==> src/rtl/dec_pkg.sv <==
// Shared helpers for the polyphase decimator.
// Assumes: arguments are positive compile-time constants.
package dec_pkg;

    // Integer division rounded upward.
    function automatic int ceil_div(input int num, input int den);
        return (num + den - 1) / den;
    endfunction

endpackage

==> src/rtl/dec_phase_ctr.sv <==
// Modulo-DECIM counter giving the phase (offset within the frame) of the
// sample currently offered. It advances only on accepted samples.
// Assumes: DECIM >= 2.
module dec_phase_ctr #(
    parameter int DECIM = 20,
    parameter int PW    = $clog2(DECIM)
) (
    input  logic          clk,
    input  logic          rst_n,
    input  logic          in_valid,
    output logic [PW-1:0] phase,
    output logic          frame_end
);
    localparam logic [PW-1:0] LAST = PW'(DECIM - 1);

    assign frame_end = (phase == LAST);

    // Count accepted samples, wrapping at the end of each frame.
    always_ff @(posedge clk) begin
        if (!rst_n)
            phase <= '0;
        else if (in_valid)
            phase <= frame_end ? '0 : phase + 1'b1;
    end

    assert_phase_bound_R2: assert property (@(posedge clk) disable iff (!rst_n)
        phase <= LAST);
    assert_phase_wrap_R2: assert property (@(posedge clk) disable iff (!rst_n)
        (in_valid && frame_end) |=> (phase == '0));
    assert_phase_idle_R3: assert property (@(posedge clk) disable iff (!rst_n)
        !in_valid |=> $stable(phase));
endmodule

==> src/rtl/dec_tap_line.sv <==
// Sample history for the polyphase filter. Holds the last DECIM*(TPP-1)
// accepted samples and exposes only those whose distance from the incoming
// sample is a multiple of DECIM, since those are the only ones any phase uses.
// Assumes: TPP >= 2.
module dec_tap_line #(
    parameter int IN_W  = 16,
    parameter int DECIM = 20,
    parameter int TPP   = 5
) (
    input  logic                      clk,
    input  logic                      rst_n,
    input  logic                      shift_en,
    input  logic signed [IN_W-1:0]    din,
    output logic [(TPP-1)*IN_W-1:0]   hist_flat
);
    localparam int LEN = DECIM * (TPP - 1);

    logic signed [IN_W-1:0] line [LEN];

    // Shift in accepted samples; clear on reset.
    always_ff @(posedge clk) begin
        if (!rst_n) begin
            for (int j = 0; j < LEN; j++) line[j] <= '0;
        end else if (shift_en) begin
            line[0] <= din;
            for (int j = 1; j < LEN; j++) line[j] <= line[j-1];
        end
    end

    for (genvar i = 1; i < TPP; i++) begin : g_out
        assign hist_flat[(i-1)*IN_W +: IN_W] = line[DECIM*i - 1];
    end
endmodule

==> src/rtl/dec_phase_mac.sv <==
// Sub-filter of the current phase: TPP multiplies and an adder chain.
// Phase r, tap i uses prototype index DECIM-1-r + DECIM*i; indices at or
// beyond NTAPS are padding and read as zero.
// Assumes: phase < DECIM.
module dec_phase_mac #(
    parameter int IN_W   = 16,
    parameter int COEF_W = 16,
    parameter int DECIM  = 20,
    parameter int PW     = $clog2(DECIM),
    parameter int TPP    = 5,
    parameter int NTAPS  = 100,
    parameter int SUM_W  = 39,
    parameter logic [NTAPS*COEF_W-1:0] COEF_FLAT = '0
) (
    input  logic signed [IN_W-1:0]   din,
    input  logic [(TPP-1)*IN_W-1:0]  hist_flat,
    input  logic [PW-1:0]            phase,
    output logic signed [SUM_W-1:0]  partial
);
    localparam int PROD_W = IN_W + COEF_W;

    logic signed [COEF_W-1:0] coef_tab [TPP][DECIM];
    logic signed [IN_W-1:0]   samp     [TPP];
    logic signed [PROD_W-1:0] prod     [TPP];

    assign samp[0] = din;
    for (genvar i = 1; i < TPP; i++) begin : g_samp
        assign samp[i] = hist_flat[(i-1)*IN_W +: IN_W];
    end

    for (genvar i = 0; i < TPP; i++) begin : g_tap
        for (genvar r = 0; r < DECIM; r++) begin : g_ph
            localparam int CIDX = DECIM - 1 - r + DECIM * i;
            if (CIDX < NTAPS) begin : g_real
                assign coef_tab[i][r] = COEF_FLAT[CIDX*COEF_W +: COEF_W];
            end else begin : g_pad
                assign coef_tab[i][r] = '0;
            end
        end
        assign prod[i] = samp[i] * coef_tab[i][phase];
    end

    // Sum the phase products at full accumulator width.
    always_comb begin
        partial = '0;
        for (int i = 0; i < TPP; i++) partial = partial + SUM_W'(prod[i]);
    end
endmodule

==> src/rtl/dec_out_stage.sv <==
// Frame accumulator and output conditioning. Adds each phase partial sum;
// on the last sample of a frame it rounds half-up, drops SHIFT fraction
// bits, clips to OUT_W and issues a one-cycle valid.
// Assumes: ACC_W is wide enough for the full frame sum.
module dec_out_stage #(
    parameter int ACC_W = 39,
    parameter int OUT_W = 16,
    parameter int SHIFT = 15
) (
    input  logic                     clk,
    input  logic                     rst_n,
    input  logic                     in_fire,
    input  logic                     frame_end,
    input  logic signed [ACC_W-1:0]  partial,
    output logic                     out_valid,
    output logic signed [OUT_W-1:0]  out_data
);
    localparam logic signed [ACC_W:0] HALF    = (ACC_W+1)'(1) <<< (SHIFT - 1);
    localparam logic signed [ACC_W:0] OUT_MAX = (ACC_W+1)'((2 ** (OUT_W - 1)) - 1);
    localparam logic signed [ACC_W:0] OUT_MIN = -OUT_MAX - (ACC_W+1)'(1);

    logic signed [ACC_W-1:0] acc;
    logic signed [ACC_W-1:0] total;
    logic signed [ACC_W:0]   biased;
    logic signed [ACC_W:0]   scaled;
    logic signed [OUT_W-1:0] clipped;

    assign total  = acc + partial;
    assign biased = (ACC_W+1)'(total) + HALF;
    assign scaled = biased >>> SHIFT;

    // Clip the rounded value to the output range.
    always_comb begin
        if (scaled > OUT_MAX)      clipped = OUT_MAX[OUT_W-1:0];
        else if (scaled < OUT_MIN) clipped = OUT_MIN[OUT_W-1:0];
        else                       clipped = scaled[OUT_W-1:0];
    end

    // Accumulate within a frame; restart from zero after the last phase.
    always_ff @(posedge clk) begin
        if (!rst_n)
            acc <= '0;
        else if (in_fire)
            acc <= frame_end ? '0 : total;
    end

    // Register the finished output and its one-cycle valid.
    always_ff @(posedge clk) begin
        if (!rst_n) begin
            out_valid <= 1'b0;
            out_data  <= '0;
        end else begin
            out_valid <= in_fire && frame_end;
            if (in_fire && frame_end) out_data <= clipped;
        end
    end

    assert_valid_source_R2: assert property (@(posedge clk) disable iff (!rst_n)
        out_valid |-> $past(in_fire && frame_end));
    assert_acc_idle_R3: assert property (@(posedge clk) disable iff (!rst_n)
        !in_fire |=> $stable(acc));
endmodule

==> src/rtl/polyphase_decim.sv <==
// Polyphase decimate-by-DECIM FIR. Each accepted sample costs TPP
// multiplies; only retained outputs are formed.
// Assumes: NTAPS > DECIM, DECIM >= 2, OUT_W <= 31.
module polyphase_decim #(
    parameter int DECIM  = 20,
    parameter int NTAPS  = 100,
    parameter int IN_W   = 16,
    parameter int COEF_W = 16,
    parameter int OUT_W  = 16,
    parameter logic [NTAPS*COEF_W-1:0] COEF_FLAT = {NTAPS{COEF_W'(2 ** (COEF_W - 8))}}
) (
    input  logic                    clk,
    input  logic                    rst_n,
    input  logic                    in_valid,
    input  logic signed [IN_W-1:0]  in_data,
    output logic                    out_valid,
    output logic signed [OUT_W-1:0] out_data
);
    localparam int PAD   = dec_pkg::ceil_div(NTAPS, DECIM) * DECIM;
    localparam int TPP   = PAD / DECIM;
    localparam int PW    = $clog2(DECIM);
    localparam int ACC_W = IN_W + COEF_W + $clog2(PAD);
    localparam int SHIFT = COEF_W - 1;

    logic [PW-1:0]              phase;
    logic                       frame_end;
    logic [(TPP-1)*IN_W-1:0]    hist_flat;
    logic signed [ACC_W-1:0]    partial;

    dec_phase_ctr #(.DECIM(DECIM), .PW(PW)) u_ctr (
        .clk(clk), .rst_n(rst_n), .in_valid(in_valid),
        .phase(phase), .frame_end(frame_end)
    );

    dec_tap_line #(.IN_W(IN_W), .DECIM(DECIM), .TPP(TPP)) u_line (
        .clk(clk), .rst_n(rst_n), .shift_en(in_valid),
        .din(in_data), .hist_flat(hist_flat)
    );

    dec_phase_mac #(
        .IN_W(IN_W), .COEF_W(COEF_W), .DECIM(DECIM), .PW(PW), .TPP(TPP),
        .NTAPS(NTAPS), .SUM_W(ACC_W), .COEF_FLAT(COEF_FLAT)
    ) u_mac (
        .din(in_data), .hist_flat(hist_flat), .phase(phase), .partial(partial)
    );

    dec_out_stage #(.ACC_W(ACC_W), .OUT_W(OUT_W), .SHIFT(SHIFT)) u_out (
        .clk(clk), .rst_n(rst_n), .in_fire(in_valid), .frame_end(frame_end),
        .partial(partial), .out_valid(out_valid), .out_data(out_data)
    );

    assert_single_pulse_R2: assert property (@(posedge clk) disable iff (!rst_n)
        out_valid |=> !out_valid);
    assert_history_idle_R3: assert property (@(posedge clk) disable iff (!rst_n)
        !in_valid |=> $stable(hist_flat));
    assert_reset_clear_R8: assert property (@(posedge clk)
        !rst_n |=> (phase == '0 && !out_valid));
endmodule

==> config.mk <==
export PLATFORM = sky130hd
export DESIGN_NAME = polyphase_decim
export DESIGN_NICKNAME = d
export VERILOG_FILES = /design/src/rtl/dec_pkg.sv /design/src/rtl/dec_phase_ctr.sv /design/src/rtl/dec_tap_line.sv /design/src/rtl/dec_phase_mac.sv /design/src/rtl/dec_out_stage.sv /design/src/rtl/polyphase_decim.sv
export SDC_FILE = /design/constraint.sdc
export NUM_CORES = 2
export LEC_CHECK = 0
export BUFFER_PORTS_ARGS = -buffer_cell sky130_fd_sc_hd__buf_2
export CAP_MARGIN = 20
export CORE_ASPECT_RATIO = 0.75
export CORE_MARGIN = 4
export CORE_UTILIZATION = 55
export DETAILED_ROUTE_END_ITERATION = 10
export PLACE_DENSITY = 0.7
export SLEW_MARGIN = 20
export SYNTH_ARGS = -nofsm -noshare
export SYNTH_HDL_FRONTEND = slang
export SYNTH_SLANG_ARGS = --single-unit
==> constraint.sdc <==
create_clock -name clk -period 32.5 [get_ports clk]
set_clock_uncertainty 0.05 [all_clocks]
set_input_delay 4.875 -clock clk [delete_from_list [all_inputs] [get_ports clk]]
set_output_delay 4.875 -clock clk [all_outputs]
set_load 0.1 [all_outputs]
==> reports/qor.yml <==
drv_cap: 0
yosysWarnings: 0
critPathTopFamily: "compound AO/OA/AOI/OAI gates"
synthesis.nets: 4018
ant_nets: 0
power_frac_seq_pct: 42.7
place_inst: 4869
syn_avg_cell_area_um2: 14.8
rr_startpoint: "u_line.line[19][3]"
powerDensity_nw_per_um2: 78.8
synth-seq-area-share_pct: 70.8
r2r_slack_ns: 22.13
dieArea_um2: 107000
path_class: "input pin to flop"
wl_per_cell_um: 18.3
reg2reg_depth: 37
crit_start: "in_data[3]"
endpoint: "u_out.out_data[4]"
cts.sinks: 1333
insertion_delay_ns: 0.72
tightest_slew_ns: 1.15
die_y_um: 284
netlist_area_um2: 55800
num_vias: 28400
dr.pass1.iters: 5
routed_wl_um: 93000
setup_viol: 0
stdcell_count: 5095
min_path_type: "flop to flop"
rsz0062_at_grt: "no"
final_common_cell: "edfxtp_1"
coreArea_um2: 99800
nFillCells: 7298
cts_buffer_depth: 3
p_comb_share_pct: 28.2
slew_viol_final: 0
start_util_pct: 55.8
port_buffers: 35
path_max_fanout: 9
antenna_found_initial: 0
ys_seq_elements: 1333
place.gp.congestion: 0.845
ir_worst_vdd_mv: 0.0685
post-cts-setup-buffers: 0
postCtsHoldBufs: 0
numCtsBuffers: 120
worstSetupStartpointType: "input pin"
mostFrequentLayoutCells: "edfxtp_1 (1280), and3_1 (1046), and2_1 (233)"
relSlewSlack_pct: 23.1
layout_min_cycle_time_ns: 13.56
critPathMaxStageDelay_ns: 0.55
clkTransAtPathRegs_ns: 0.06
place_area_um2: 56800
drc_errors: 0
p_sw_mw: 1.52
post_cts_resized: 0
grt_first_pass_wirelength_um: 151000
grt_usage_pct: 17.4
worstReg2RegEnd: "u_out.out_data[4]"
finalInstanceArea_um2: 60800
yosys.area.top_type_share_pct: 68.9
arrival_ns: 14.05
ios: 36
fp.dieW_um: 376
overflow: 0
diodes: 0
yosysTopAreaCell: "edfxtp_1"
synthTopCellsByArea: "edfxtp_1 (69%), and3_1 (12%), ha_1 (4.0%)"
end_kind: "flop"
routed_via_density: 5.57
async_reset_ff_share_pct: 0
syn_inst: 3757
grt_max_degree: 306
hold_violations: 0
p_int_mw: 3.26
num-nets-final: 3928
worstPathRequired_ns: 32.98
synth-main-ff-cell: "edfxtp_1"
cp_num_cells: 36
crit_buf_inv: 3
cts_tree: "done"
area_growth_syn_to_layout_pct: 9.00
detailedRoute.firstIterationViolations: 2592
post-route-util_pct: 60.9
crit_path_frequent_cell: "ha_1"
tns_ns: 0
pwr-share-clk_pct: 29.1
power_leakage_nw: 27.4
finalCritPeriodShare_pct: 41.7
outcome: "finished clean"
cts_root_buf: "clkbuf_16"
layout-drive-gt1-share_pct: 7.16
dp_hpwl_um: 50400
rows: 100
synth-edff-count: 1280
synth.distinct_cells: 79
sw_frac_of_total_pct: 31.8
cp_slowest_cell: "fa_1"
grt_pass1_vias: 26900
cts_htree_levels: 3
fin_hold_ws_ns: 0.415
fmax_mhz: 73.7
sequential cells by signal, indices dropped and copies added, names as in the netlist:
name             count
u_out.acc           31
u_out.out_data      16
u_ctr.phase          5
u_out.out_valid      1
u_line.line       1280
Yosys cell counts, drive strengths merged (20+ instances only):
cell,n
nand2,67
clkbuf,270
o21ai,47
and2,235
and3,1046
fa,64
inv,126
nor2,49
a21o,20
edfxtp,1280
xnor2,40
ha,178
a21oi,49
dfxtp,53
cell families after synthesis:
group | synth area share (%)
AOI/OAI and AO/OA | 2.82
xor gates and xnor gates | 0.938
adders and majority gates | 6.29
buffers and inverters | 2.76
DFF | 70.8
muxes | 0.0539
and+or+nand+nor | 16.3
final cells by class:
| cell class | instances | area (um2) | share of cell area (%) |
|---|---|---|---|
| Sequential cell | 1333 | 39500 | 65.0 |
| Multi-Input combinational cell | 2020 | 14700 | 24.2 |
| Clock buffer | 149 | 3160 | 5.20 |
| Tap cell | 1326 | 1660 | 2.73 |
| Clock inverter | 75 | 716 | 1.18 |
| Timing Repair Buffer | 66 | 534 | 0.879 |
| Inverter | 126 | 480 | 0.790 |
tightest hold or removal path: stages, from the launching register on:
cell and delay (ns):
dfxtp_1 0.31, nand2_1 0.07, o21ai_2 0.04
worst min path at each step:
stage                             startpoint                  to  slack [ns]  depth (start not counted)
after floorplan                 u_out.acc[8]        u_out.acc[8]        0.41                          1
after global routing       u_out.out_data[9]   u_out.out_data[9]        0.43                          2
final                      u_out.out_data[8]   u_out.out_data[8]        0.42                          2
after global placement    u_out.out_data[11]  u_out.out_data[11]        0.39                          2
after detailed placement   u_out.out_data[8]   u_out.out_data[8]        0.40                          2
after CTS                  u_out.out_data[8]   u_out.out_data[8]        0.41                          2
power by group through the flow:
stage | Combinational [mW] | Sequential [mW] | Clock (mW)
finish | 1.35 | 2.05 | 1.39
global route | 1.49 | 2.06 | 1.51
CTS | 1.33 | 2.05 | 1.43
detailed placement | 1.32 | 2.08 | 0
global placement | 1.33 | 2.08 | 0
floorplan | 1.00 | 2.15 | 0
per-stage QoR:
step	setup WS (ns)	total power, mW
2_1_floorplan	1.02	3.15
3_3_place_gp	18.46	3.40
3_5_place_dp	18.30	3.40
4_1_cts	19.00	4.81
5_1_grt	18.23	5.05
6_report	18.94	4.79
metal layers:
| metal | up-vias | part of all wire [%] | global-route usage, % |
|---|---|---|---|
| met5 | - | 0 | 0 |
| met4 | 0 | 1.9 | 3.89 |
| met3 | 124 | 4.1 | 3.46 |
| met2 | 393 | 42 | 23.4 |
| met1 | 14100 | 52 | 29.0 |
| li1 | 13800 | - | - |
(Power assumes the default switching activity.)
